File: config.mk
export PLATFORM = sky130hd
export DESIGN_NAME = rxr_ring_mgr
export DESIGN_NICKNAME = d
export VERILOG_FILES = /design/src/rtl/rxr_pkg.sv /design/src/rtl/rxr_ring.sv /design/src/rtl/rxr_engine.sv /design/src/rtl/rxr_ring_mgr.sv
export SDC_FILE = /design/constraint.sdc
export NUM_CORES = 1
export LEC_CHECK = 0
export BUFFER_PORTS_ARGS = -buffer_cell sky130_fd_sc_hd__buf_2
export CAP_MARGIN = 10
export CELL_PAD_IN_SITES_DETAIL_PLACEMENT = 2
export CELL_PAD_IN_SITES_GLOBAL_PLACEMENT = 2
export CORE_MARGIN = 8
export CORE_UTILIZATION = 36
export DETAILED_ROUTE_END_ITERATION = 12
export PLACE_DENSITY_LB_ADDON = 0.12
export SLEW_MARGIN = 30
export SYNTH_ARGS = -nofsm -noshare
export SYNTH_HDL_FRONTEND = slang
export SYNTH_SLANG_ARGS = --single-unit
export TNS_END_PERCENT = 30
File: constraint.sdc
create_clock -name clk -period 5.7 [get_ports clk]
set_input_delay 1.14 -clock clk [delete_from_list [all_inputs] [get_ports clk]]
set_output_delay 1.14 -clock clk [all_outputs]
set_load 0.02 [all_outputs]
File: src/rtl/rxr_pkg.sv
package rxr_pkg;

  typedef enum logic [1:0] {
    ST_IDLE,
    ST_FETCH,
    ST_STS0,
    ST_STS1
  } eng_state_t;

  localparam int IDX_W  = 15;
  localparam int LEN_W  = 16;
  localparam int FLAG_W = 6;

  // register byte offsets
  localparam logic [7:0] OFS_CTRL    = 8'h00;
  localparam logic [7:0] OFS_STAT    = 8'h04;
  localparam logic [7:0] OFS_IEN     = 8'h08;
  localparam logic [7:0] OFS_ISTAT   = 8'h0C;
  localparam logic [7:0] OFS_RING0   = 8'h10;
  localparam logic [7:0] RING_STRIDE = 8'h10;
  localparam logic [7:0] SUB_BASE    = 8'h0;
  localparam logic [7:0] SUB_LEN     = 8'h4;
  localparam logic [7:0] SUB_CUR     = 8'h8;
  localparam logic [7:0] SUB_ENQ     = 8'hC;
  localparam logic [7:0] OFS_AVAIL0  = 8'h30;
  localparam logic [7:0] OFS_DROPS   = 8'h38;

  function automatic logic [31:0] sts_word0(input logic [FLAG_W-1:0] fl);
    logic bad;
    bad = |fl[5:1];
    sts_word0 = '0;
    sts_word0[31]    = 1'b1;
    sts_word0[30]    = ~bad;
    sts_word0[29]    = 1'b1;
    sts_word0[28]    = 1'b1;
    sts_word0[21]    = bad;
    sts_word0[20:15] = fl;
  endfunction

  function automatic logic [31:0] sts_word1(input logic [IDX_W-1:0] idx,
                                            input logic [LEN_W-1:0] len);
    sts_word1 = {1'b1, idx, len};
  endfunction

endpackage

File: src/rtl/rxr_ring.sv
module rxr_ring #(
  parameter int AW          = 32,
  parameter int CNT_W       = 16,
  parameter int ENTRY_BYTES = 8
) (
  input  logic             clk,
  input  logic             rst,
  input  logic             base_we,
  input  logic             len_we,
  input  logic             cur_we,
  input  logic             enq_we,
  input  logic [AW-1:0]    wdata,
  input  logic             consume,
  output logic [AW-1:0]    base,
  output logic [AW-1:0]    len,
  output logic [AW-1:0]    cur,
  output logic [CNT_W-1:0] avail
);

  localparam logic [AW-1:0] STEP = AW'(ENTRY_BYTES);

  logic [AW-1:0]    cur_inc;
  logic [AW-1:0]    cur_step;
  logic [CNT_W-1:0] enq_amt;
  logic [CNT_W-1:0] use_amt;

  assign cur_inc  = cur + STEP;
  assign cur_step = (cur_inc >= base + len) ? base : cur_inc;
  assign enq_amt  = enq_we ? wdata[CNT_W-1:0] : '0;
  assign use_amt  = {{(CNT_W-1){1'b0}}, consume};

  always_ff @(posedge clk) begin
    if (rst) begin
      base  <= '0;
      len   <= '0;
      cur   <= '0;
      avail <= '0;
    end else begin
      if (base_we) base <= wdata;
      if (len_we)  len  <= wdata;
      if (cur_we)       cur <= wdata;
      else if (consume) cur <= cur_step;
      avail <= avail + enq_amt - use_amt;
    end
  end

  // an entry is only taken when one is available
  a_r8_no_underflow: assert property (@(posedge clk) disable iff (rst)
    consume |-> avail != '0);

  // a consumed entry moves the pointer one step or back to base
  a_r7_step_or_wrap: assert property (@(posedge clk) disable iff (rst)
    (consume && !cur_we && !base_we && !len_we) |=>
      ((cur == $past(cur) + STEP) || (cur == base)));

endmodule

File: src/rtl/rxr_engine.sv
module rxr_engine
  import rxr_pkg::*;
#(
  parameter int AW    = 32,
  parameter int CNT_W = 16
) (
  input  logic              clk,
  input  logic              rst,
  input  logic              active,
  input  logic              frm_valid,
  input  logic [LEN_W-1:0]  frm_len,
  input  logic [FLAG_W-1:0] frm_flags,
  input  logic [AW-1:0]     desc_cur,
  input  logic [AW-1:0]     sts_cur,
  input  logic [CNT_W-1:0]  desc_avail,
  input  logic [CNT_W-1:0]  sts_avail,
  input  logic              mem_ack,
  input  logic [31:0]       mem_rdata,
  output logic              frm_ready,
  output logic              mem_req,
  output logic              mem_we,
  output logic [AW-1:0]     mem_addr,
  output logic [31:0]       mem_wdata,
  output logic              consume,
  output logic              drop,
  output logic              busy
);

  localparam logic [AW-1:0] WORD1 = AW'(4);

  eng_state_t        state;
  logic [LEN_W-1:0]  len_q;
  logic [FLAG_W-1:0] fl_q;
  logic [IDX_W-1:0]  idx_q;
  logic              accept;
  logic              room;
  logic              unused_rdata;

  assign unused_rdata = ^{mem_rdata[31], mem_rdata[15:0]};

  assign frm_ready = (state == ST_IDLE) && active;
  assign accept    = frm_valid && frm_ready;
  assign room      = (desc_avail != '0) && (sts_avail != '0);
  assign drop      = accept && !room;
  assign consume   = (state == ST_STS1) && mem_ack;
  assign busy      = (state != ST_IDLE);

  always_ff @(posedge clk) begin
    if (rst) begin
      state     <= ST_IDLE;
      mem_req   <= 1'b0;
      mem_we    <= 1'b0;
      mem_addr  <= '0;
      mem_wdata <= '0;
      len_q     <= '0;
      fl_q      <= '0;
      idx_q     <= '0;
    end else begin
      case (state)
        ST_IDLE: begin
          if (accept && room) begin
            len_q    <= frm_len;
            fl_q     <= frm_flags;
            mem_req  <= 1'b1;
            mem_we   <= 1'b0;
            mem_addr <= desc_cur + WORD1;
            state    <= ST_FETCH;
          end
        end
        ST_FETCH: begin
          if (mem_ack) begin
            idx_q     <= mem_rdata[30:16];
            mem_we    <= 1'b1;
            mem_addr  <= sts_cur;
            mem_wdata <= sts_word0(fl_q);
            state     <= ST_STS0;
          end
        end
        ST_STS0: begin
          if (mem_ack) begin
            mem_addr  <= sts_cur + WORD1;
            mem_wdata <= sts_word1(idx_q, len_q);
            state     <= ST_STS1;
          end
        end
        ST_STS1: begin
          if (mem_ack) begin
            mem_req <= 1'b0;
            mem_we  <= 1'b0;
            state   <= ST_IDLE;
          end
        end
        default: state <= ST_IDLE;
      endcase
    end
  end

  // a pending transfer keeps its request, direction and address
  a_r11_hold_request: assert property (@(posedge clk) disable iff (rst)
    (mem_req && !mem_ack) |=> (mem_req && $stable(mem_addr) && $stable(mem_we)));

  // a dropped frame starts no memory traffic
  a_r9_drop_quiet: assert property (@(posedge clk) disable iff (rst)
    drop |=> !mem_req);

  // every frame begins with a descriptor read
  a_r4_read_first: assert property (@(posedge clk) disable iff (rst)
    $rose(mem_req) |-> !mem_we);

endmodule

File: src/rtl/rxr_ring_mgr.sv
module rxr_ring_mgr
  import rxr_pkg::*;
#(
  parameter int AW          = 32,
  parameter int CNT_W       = 16,
  parameter int ENTRY_BYTES = 8,
  parameter int REG_AW      = 8
) (
  input  logic              clk,
  input  logic              rst,
  input  logic              reg_wr,
  input  logic              reg_rd,
  input  logic [REG_AW-1:0] reg_addr,
  input  logic [31:0]       reg_wdata,
  output logic [31:0]       reg_rdata,
  input  logic              frm_valid,
  output logic              frm_ready,
  input  logic [LEN_W-1:0]  frm_len,
  input  logic [FLAG_W-1:0] frm_flags,
  output logic              mem_req,
  output logic              mem_we,
  output logic [AW-1:0]     mem_addr,
  output logic [31:0]       mem_wdata,
  input  logic              mem_ack,
  input  logic [31:0]       mem_rdata,
  output logic              irq
);

  localparam int NRING = 2;  // 0 = descriptors, 1 = status

  logic             rx_en;
  logic             rx_active;
  logic [2:0]       int_en;
  logic             rx_pend;
  logic [15:0]      drop_cnt;
  logic             consume;
  logic             drop;
  logic             busy;
  logic [31:0]      rd_mux;

  logic [AW-1:0]    r_base  [NRING];
  logic [AW-1:0]    r_len   [NRING];
  logic [AW-1:0]    r_cur   [NRING];
  logic [CNT_W-1:0] r_avail [NRING];

  function automatic logic [REG_AW-1:0] ring_reg(input int g, input logic [7:0] sub);
    ring_reg = REG_AW'(OFS_RING0 + 8'(g) * RING_STRIDE + sub);
  endfunction

  generate
    for (genvar g = 0; g < NRING; g++) begin : g_ring
      rxr_ring #(
        .AW          (AW),
        .CNT_W       (CNT_W),
        .ENTRY_BYTES (ENTRY_BYTES)
      ) u_ring (
        .clk     (clk),
        .rst     (rst),
        .base_we (reg_wr && reg_addr == ring_reg(g, SUB_BASE)),
        .len_we  (reg_wr && reg_addr == ring_reg(g, SUB_LEN)),
        .cur_we  (reg_wr && reg_addr == ring_reg(g, SUB_CUR)),
        .enq_we  (reg_wr && reg_addr == ring_reg(g, SUB_ENQ)),
        .wdata   (AW'(reg_wdata)),
        .consume (consume),
        .base    (r_base[g]),
        .len     (r_len[g]),
        .cur     (r_cur[g]),
        .avail   (r_avail[g])
      );
    end
  endgenerate

  rxr_engine #(
    .AW    (AW),
    .CNT_W (CNT_W)
  ) u_engine (
    .clk        (clk),
    .rst        (rst),
    .active     (rx_active),
    .frm_valid  (frm_valid),
    .frm_len    (frm_len),
    .frm_flags  (frm_flags),
    .desc_cur   (r_cur[0]),
    .sts_cur    (r_cur[1]),
    .desc_avail (r_avail[0]),
    .sts_avail  (r_avail[1]),
    .mem_ack    (mem_ack),
    .mem_rdata  (mem_rdata),
    .frm_ready  (frm_ready),
    .mem_req    (mem_req),
    .mem_we     (mem_we),
    .mem_addr   (mem_addr),
    .mem_wdata  (mem_wdata),
    .consume    (consume),
    .drop       (drop),
    .busy       (busy)
  );

  always_ff @(posedge clk) begin
    if (rst) begin
      rx_en     <= 1'b0;
      rx_active <= 1'b0;
      int_en    <= '0;
      rx_pend   <= 1'b0;
      drop_cnt  <= '0;
      irq       <= 1'b0;
      reg_rdata <= '0;
    end else begin
      if (reg_wr && reg_addr == REG_AW'(OFS_CTRL)) rx_en  <= reg_wdata[0];
      if (reg_wr && reg_addr == REG_AW'(OFS_IEN))  int_en <= reg_wdata[2:0];
      rx_active <= rx_en || busy;
      if (consume)
        rx_pend <= 1'b1;
      else if (reg_wr && reg_addr == REG_AW'(OFS_ISTAT) && reg_wdata[2])
        rx_pend <= 1'b0;
      if (drop) drop_cnt <= drop_cnt + 16'd1;
      irq <= rx_pend && (|int_en);
      if (reg_rd) reg_rdata <= rd_mux;
    end
  end

  always_comb begin
    rd_mux = '0;
    case (reg_addr)
      REG_AW'(OFS_CTRL):       rd_mux[0]   = rx_en;
      REG_AW'(OFS_STAT):       rd_mux[3]   = rx_active;
      REG_AW'(OFS_IEN):        rd_mux[2:0] = int_en;
      REG_AW'(OFS_ISTAT):      rd_mux[2]   = rx_pend;
      REG_AW'(OFS_AVAIL0):     rd_mux      = 32'(r_avail[0]);
      REG_AW'(OFS_AVAIL0 + 4): rd_mux      = 32'(r_avail[1]);
      REG_AW'(OFS_DROPS):      rd_mux      = 32'(drop_cnt);
      default: ;
    endcase
    for (int g = 0; g < NRING; g++) begin
      if (reg_addr == ring_reg(g, SUB_BASE)) rd_mux = 32'(r_base[g]);
      if (reg_addr == ring_reg(g, SUB_LEN))  rd_mux = 32'(r_len[g]);
      if (reg_addr == ring_reg(g, SUB_CUR))  rd_mux = 32'(r_cur[g]);
    end
  end

  // frame events are taken only while receive is active
  a_r2_ready_needs_active: assert property (@(posedge clk) disable iff (rst)
    frm_ready |-> rx_active);

  // a written frame leaves the interrupt pending
  a_r10_frame_sets_pend: assert property (@(posedge clk) disable iff (rst)
    consume |=> rx_pend);

endmodule

# == After elaboration in Yosys (flattened, before gate mapping) ==
# Cells that the tools add are included.
# Widths: inputs -> output; s select.
# word_totals
wordCells,139
output_inout_bits,100
inputBits,100
regBits,384
# op_classes
n_bitwise,1
order_cmp,2
n_eq_ne,21
addsub,11
n_mux,39
reduce_logical,42
# op_table
op,count
$mux 32,17
$pmux 32 s3,1
$add 32x3->32 const B,2
$add 32x32->32,2
$add 32x4->32 const B,2
$ge 32x32->1,2
$pmux 32 s2,1
$eq 8x6->1 const B,7
$pmux 12 s3,1
$add 16x16->16,2
$eq 8x5->1 const B,4
$mux 16,2
$reduce_bool 16->1,2
$sub 16x1->16,2
$logic_and 1x1->1,19
$add 16x1->16 const B,1
$eq 8x4->1 const B,2
$reduce_and 4->1,3
$reduce_bool 2->1,6
$pmux 1 s5,2
$eq 8x3->1 const B,1
$logic_not 8->1,1
$mux 2,4
$ne 2x2->1 const B,4
16 further kinds,26

# == Depth between registers and ports, before layout ==
# logic_depth
ltp_word,8
ltp_mapped,24

# == Modules after synthesis ==
# A second synthesis with hierarchy kept.
# unflattened
hier_cells,3231
hier_area_um2,26480.4
# by_module_without_submodules
module,area_each_um2,instances,cells_each,seq_area_each_um2
rxr_ring,8247.9,2,991,2242.2
rxr_engine,5525.3,1,648,2102.0
rxr_ring_mgr,4459.3,1,601,1101.1

# == Worst setup path before layout ==
# No wires, ideal clock.
# synth_timing
kind,in2reg
startpoint,input reg_addr[5]
endpoint,register g_ring[0].u_ring.avail[13]
arrival_ps,4743
setup_slack_ps,841
path_stages,17
n_path_buf,2
setup_ps,115
cell_sequence,or4b_1 -> clkbuf_1 -> nor2_1 -> clkbuf_1 -> nand2_1 -> ha_1 -> inv_1 -> ha_1 -> a21o_1 -> a21oi_1 -> o21ai_0 -> and2_1 -> o311ai_0 -> a31oi_1 -> a21o_1 -> a211o_1 -> and3_1
# synth_via
elab_chain_len,5
# synth_lines
item,line_no,rtl
"start, declared",rxr_ring_mgr.sv:13,"input logic [REG_AW-1:0] reg_addr,"
$eq 8x5->1,rxr_ring_mgr.sv:62,".enq_we (reg_wr && reg_addr == ring_reg(g, SUB_ENQ)),"
$logic_and 1x1->1,rxr_ring_mgr.sv:62,
$mux 16,rxr_ring.sv:29,assign enq_amt = enq_we ? wdata[CNT_W-1:0] : '0;
$add 16x16->16,rxr_ring.sv:43,avail <= avail + enq_amt - use_amt;
$sub 16x1->16,rxr_ring.sv:43,
"end signal, assigned",rxr_ring.sv:43,
"end, declared",rxr_ring.sv:17,output logic [CNT_W-1:0] avail
# Every way passes these cells.
# A chain may end at the register's enable or synchronous reset.

# == Worst setup path after layout ==
# layout_timing
startpoint,register g_ring[0].u_ring.len[0]
endpoint,register g_ring[0].u_ring.cur[13]
# layout_via
elab_chain_len,5
# layout_lines
item,line_no,rtl
"start, declared",rxr_ring.sv:15,"output logic [AW-1:0] len,"
"start signal, assigned",rxr_ring.sv:40,if (len_we) len <= wdata;
$add 32x32->32,rxr_ring.sv:28,assign cur_step = (cur_inc >= base + len) ? base : cur_inc;
$ge 32x32->1,rxr_ring.sv:28,
$mux 32,rxr_ring.sv:28,
$mux 32,rxr_ring.sv:42,else if (consume) cur <= cur_step;
$mux 32,rxr_ring.sv:41,if (cur_we) cur <= wdata;
"end signal, assigned",rxr_ring.sv:41,
"end signal, assigned",rxr_ring.sv:42,
"end, declared",rxr_ring.sv:16,"output logic [AW-1:0] cur,"
# Every way passes these cells. The select of a mux whose other input is x is not followed.

==> qor.txt <==
status: finished clean
Slew Limit Fails: 0
# DRC: 0
CTS tree: yes
Worst Hold End: u_engine.mem_wdata[21]$_SDFFE_PP0P_
min-delay src: u_engine.mem_wdata[21]$_SDFFE_PP0P_
final period utilization: 0.963
first-pass GRT wire length: 177 mm
met1 Use GR: 0.322
initial DRC count: 1521
vias in the first global route: 29400
GP Congestion: 0.905
initial cell density of the core: 0.361
M3 GR Usage: 0.0303
Max Fanout on Critical Path: 7
Hold Slack: 0.454 ns
Synth area leaders: dfxtp_1 30%, ha_1 9.5%, nand2_1 7.5%, a21oi_1 6.3%, nor2_1 4.2%
yosys warns: 0
WL/cell: 26.2 um
FP Rows: 98
Clk Latency, worst-skew pair: 0.62 ns
WS Path Type: register to register
Hold Crit Depth: 2
GRT Overall Usage: 0.277
Final ANT Viol Nets: 0
placed cell count: 4362
most frequent cells in the layout: 506 x nand2_1, 383 x dfxtp_1, 319 x a21oi_1, 279 x nor2_1, 195 x ha_1
final setup vio count: 0
DRT Wirelength: 117 mm
DRT Pass-1 Iters: 6
Post-synth EDFFs: 0
area share of the largest cell type after synthesis: 0.299
DP Worst Slack: -0.223 ns
maximum number of pins on one net before global-route repair: 128
Max Cap Violations: 0
R2R Path End: g_ring[0].u_ring.cur[13]$_SDFFE_PP0P_
FF+latch count, synth: 384
IO buf count: 182
hold buffer count at CTS: 0
layout cell share with drive strength beyond 1: 0.134
mapped cell area: 0.0257 sq mm
initial antenna violation count: 1
pwr dens: 317 mW/mm^2
H-tree lvl count: 2
syn_area_per_cell: 7.59 sq um
Tmin final: 5.49 ns
Worst Slack Setup Final: 0.210 ns
crit end category: register
fmax: 182 MHz
clock tree sinks: 384
met2 Usage GRT: 0.498
Bufs on Longest Clock Path: 3
io pins: 200
Num CTS Buffers: 49
Setup crit start kind: register
Arr. time, crit path: 5.98 ns
worst r2r src: g_ring[0].u_ring.len[0]$_SDFFE_PP0P_
Clock transition at path regs: 0.06 ns
Area growth syn-to-layout: 15.1%
HPWL Detailed: 86.4 mm
Reg2Reg Setup Slack: 0.21 ns
R2R cell count: 23
area of the core: 0.0711 sq mm
P_leak: 11.8 nW
Final nets: 3767
via count: 26700
VDD IR max: 215 uV
Yosys top cell by area: dfxtp_1
GR peak layer: met2
Crit path required time: 6.19 ns
via-per-instance ratio: 5.99
relative slew slack: 0.310
Worst Max-Slew Pin Slew: 1.03 ns
skew final: 0.0256 ns
Post-synth ARST share: 0
register area share after synthesis: 0.299
most common cell after layout, fill and taps aside: nand2_1
die width: 283 um
grt total ovfl: 0
Layout Cells excl Fill: 4456
final hold viol count: 0
Root Buffer: clkbuf_16
Yosys cell types: 92
Min-Delay Path Class: register to register
net count after synthesis: 3682
Die Area: 0.0801 sq mm
Post-Syn Instances: 3382
Die Span Y: 283 um
ys flop type: dfxtp_1
==> through the flow <==
step,power (mW),TNS [ns],util,area (sq um)
6_report,9.38,0,0.416,29600
5_1_grt,9.86,-0.237,0.416,29600
4_1_cts,9.46,-0.0297,0.414,29400
3_5_place_dp,5.90,-3.82,0.388,27600
3_3_place_gp,5.71,0,0.388,27600
2_1_floorplan,4.97,0,-,25700
==> worst max-delay path, stage by stage (launching register included) <==
cell,delay [ns]
dfxtp_1,0.36
ha_1,0.23
inv_1,0.08
fa_1,0.41
nor2b_1,0.15
o21ai_1,0.10
a21oi_2,0.25
o211ai_1,0.24
a21oi_2,0.28
o211a_1,0.23
o21ai_0,0.09
a21boi_0,0.24
o31ai_1,0.12
ha_1,0.28
nand4_1,0.20
nor4_2,0.43
buf_4,0.17
o2111ai_1,0.21
o21ai_4,0.26
buf_12,0.15
buf_4,0.15
a21oi_1,0.07
or3_1,0.31
a311oi_1,0.35
==> kinds of logic (layout without fill, tap and decap cells) <==
logic type / Yosys count / after routing / synth area share
xor+xnor: 158 / 158 / 0.0542
simple gates: 1240 / 1240 / 0.226
other cells: 0 / 1 / 0
compound gates: 934 / 934 / 0.235
flops: 384 / 384 / 0.299
buf+inv: 413 / 536 / 0.0652
fa+ha+maj: 200 / 200 / 0.0986
mux: 53 / 53 / 0.0210
==> synth_stat cells (6+ instances only) <==
cell / n
o21ai_0: 141
nor3_1: 89
o21a_1: 11
o22ai_1: 10
a22o_1: 12
o31ai_1: 10
nand3_1: 56
o21bai_1: 8
inv_1: 152
clkbuf_2: 6
nand3b_1: 13
nor2_1: 286
a21o_1: 45
a211oi_1: 63
nor2b_1: 20
a22oi_1: 121
a31oi_1: 25
buf_2: 31
a311oi_1: 56
or2_2: 11
ha_1: 196
clkbuf_1: 196
xnor2_1: 87
nand2b_1: 18
buf_4: 15
nor4_1: 20
and3_1: 25
o311ai_0: 6
a221oi_1: 15
buf_1: 10
and2_1: 33
a21boi_0: 9
o211ai_1: 15
or3_1: 56
mux2i_1: 45
nand2_1: 510
o21ai_1: 9
dfxtp_1: 384
xor2_1: 70
mux2_2: 8
nand4_1: 59
a21oi_1: 323
==> flip-flops by register name (all words and copies together) (netlist names) <==
register             count
u_engine.mem_req         1
u_engine.fl_q            6
g_ring.u_ring.avail     32
g_ring.u_ring.cur       64
drop_cnt                16
rx_pend                  1
g_ring.u_ring.base      64
rx_active                1
u_engine.mem_we          1
u_engine.state           2
reg_rdata               32
int_en                   3
u_engine.mem_addr       32
u_engine.idx_q          15
irq                      1
u_engine.len_q          16
u_engine.mem_wdata      32
rx_en                    1
g_ring.u_ring.len       64
==> report_power, final <==
part	switching, mW	internal, mW
clock	1.35	2.16
combinational	1.74	1.02
sequential	0.189	2.91
==> worst max-delay path by stage <==
stage / slack, ns / start / end / cells after the start
floorplan: 0.84 / reg_addr[5] / g_ring[0].u_ring.avail[13]$_SDFF_PP0_ / 17
global placement: 0.08 / g_ring[0].u_ring.len[0]$_SDFFE_PP0P_ / g_ring[0].u_ring.cur[18]$_SDFFE_PP0P_ / 22
detailed placement: -0.22 / g_ring[0].u_ring.len[0]$_SDFFE_PP0P_ / g_ring[0].u_ring.cur[30]$_SDFFE_PP0P_ / 22
CTS: -0.03 / g_ring[0].u_ring.base[1]$_SDFFE_PP0P_ / g_ring[0].u_ring.cur[28]$_SDFFE_PP0P_ / 21
global route: -0.05 / g_ring[0].u_ring.len[0]$_SDFFE_PP0P_ / g_ring[0].u_ring.cur[10]$_SDFFE_PP0P_ / 22
finish: 0.21 / g_ring[0].u_ring.len[0]$_SDFFE_PP0P_ / g_ring[0].u_ring.cur[13]$_SDFFE_PP0P_ / 23
==> area by class of cell <==
class	count	area, sq um
Clock buffer	71	1480
Inverter	152	571
Sequential cell	384	7690
Clock inverter	18	322
Timing Repair Buffer	295	1820
Fill cell	8218	41600
Tap cell	950	1190
Multi-Input combinational cell	2585	16500
Antenna cell	1	2.50
==> per-layer routing <==
layer  wire length (um)  share of wire  vias to the layer above
met3               4670          0.040                      270
met1              47300           0.41                    13600
li1                   -              -                    12200
met4               7050          0.060                        0
met5                  0              0                        -
met2              57600           0.49                      703
==> what timing repair did <==
item	4_1_cts	5_1_grt
setup buffers	0	3
resized for setup	5	16
pin swaps	0	9
endpoints found under the setup margin	38	63
Note: power is estimated with default switching activity, not from simulation.
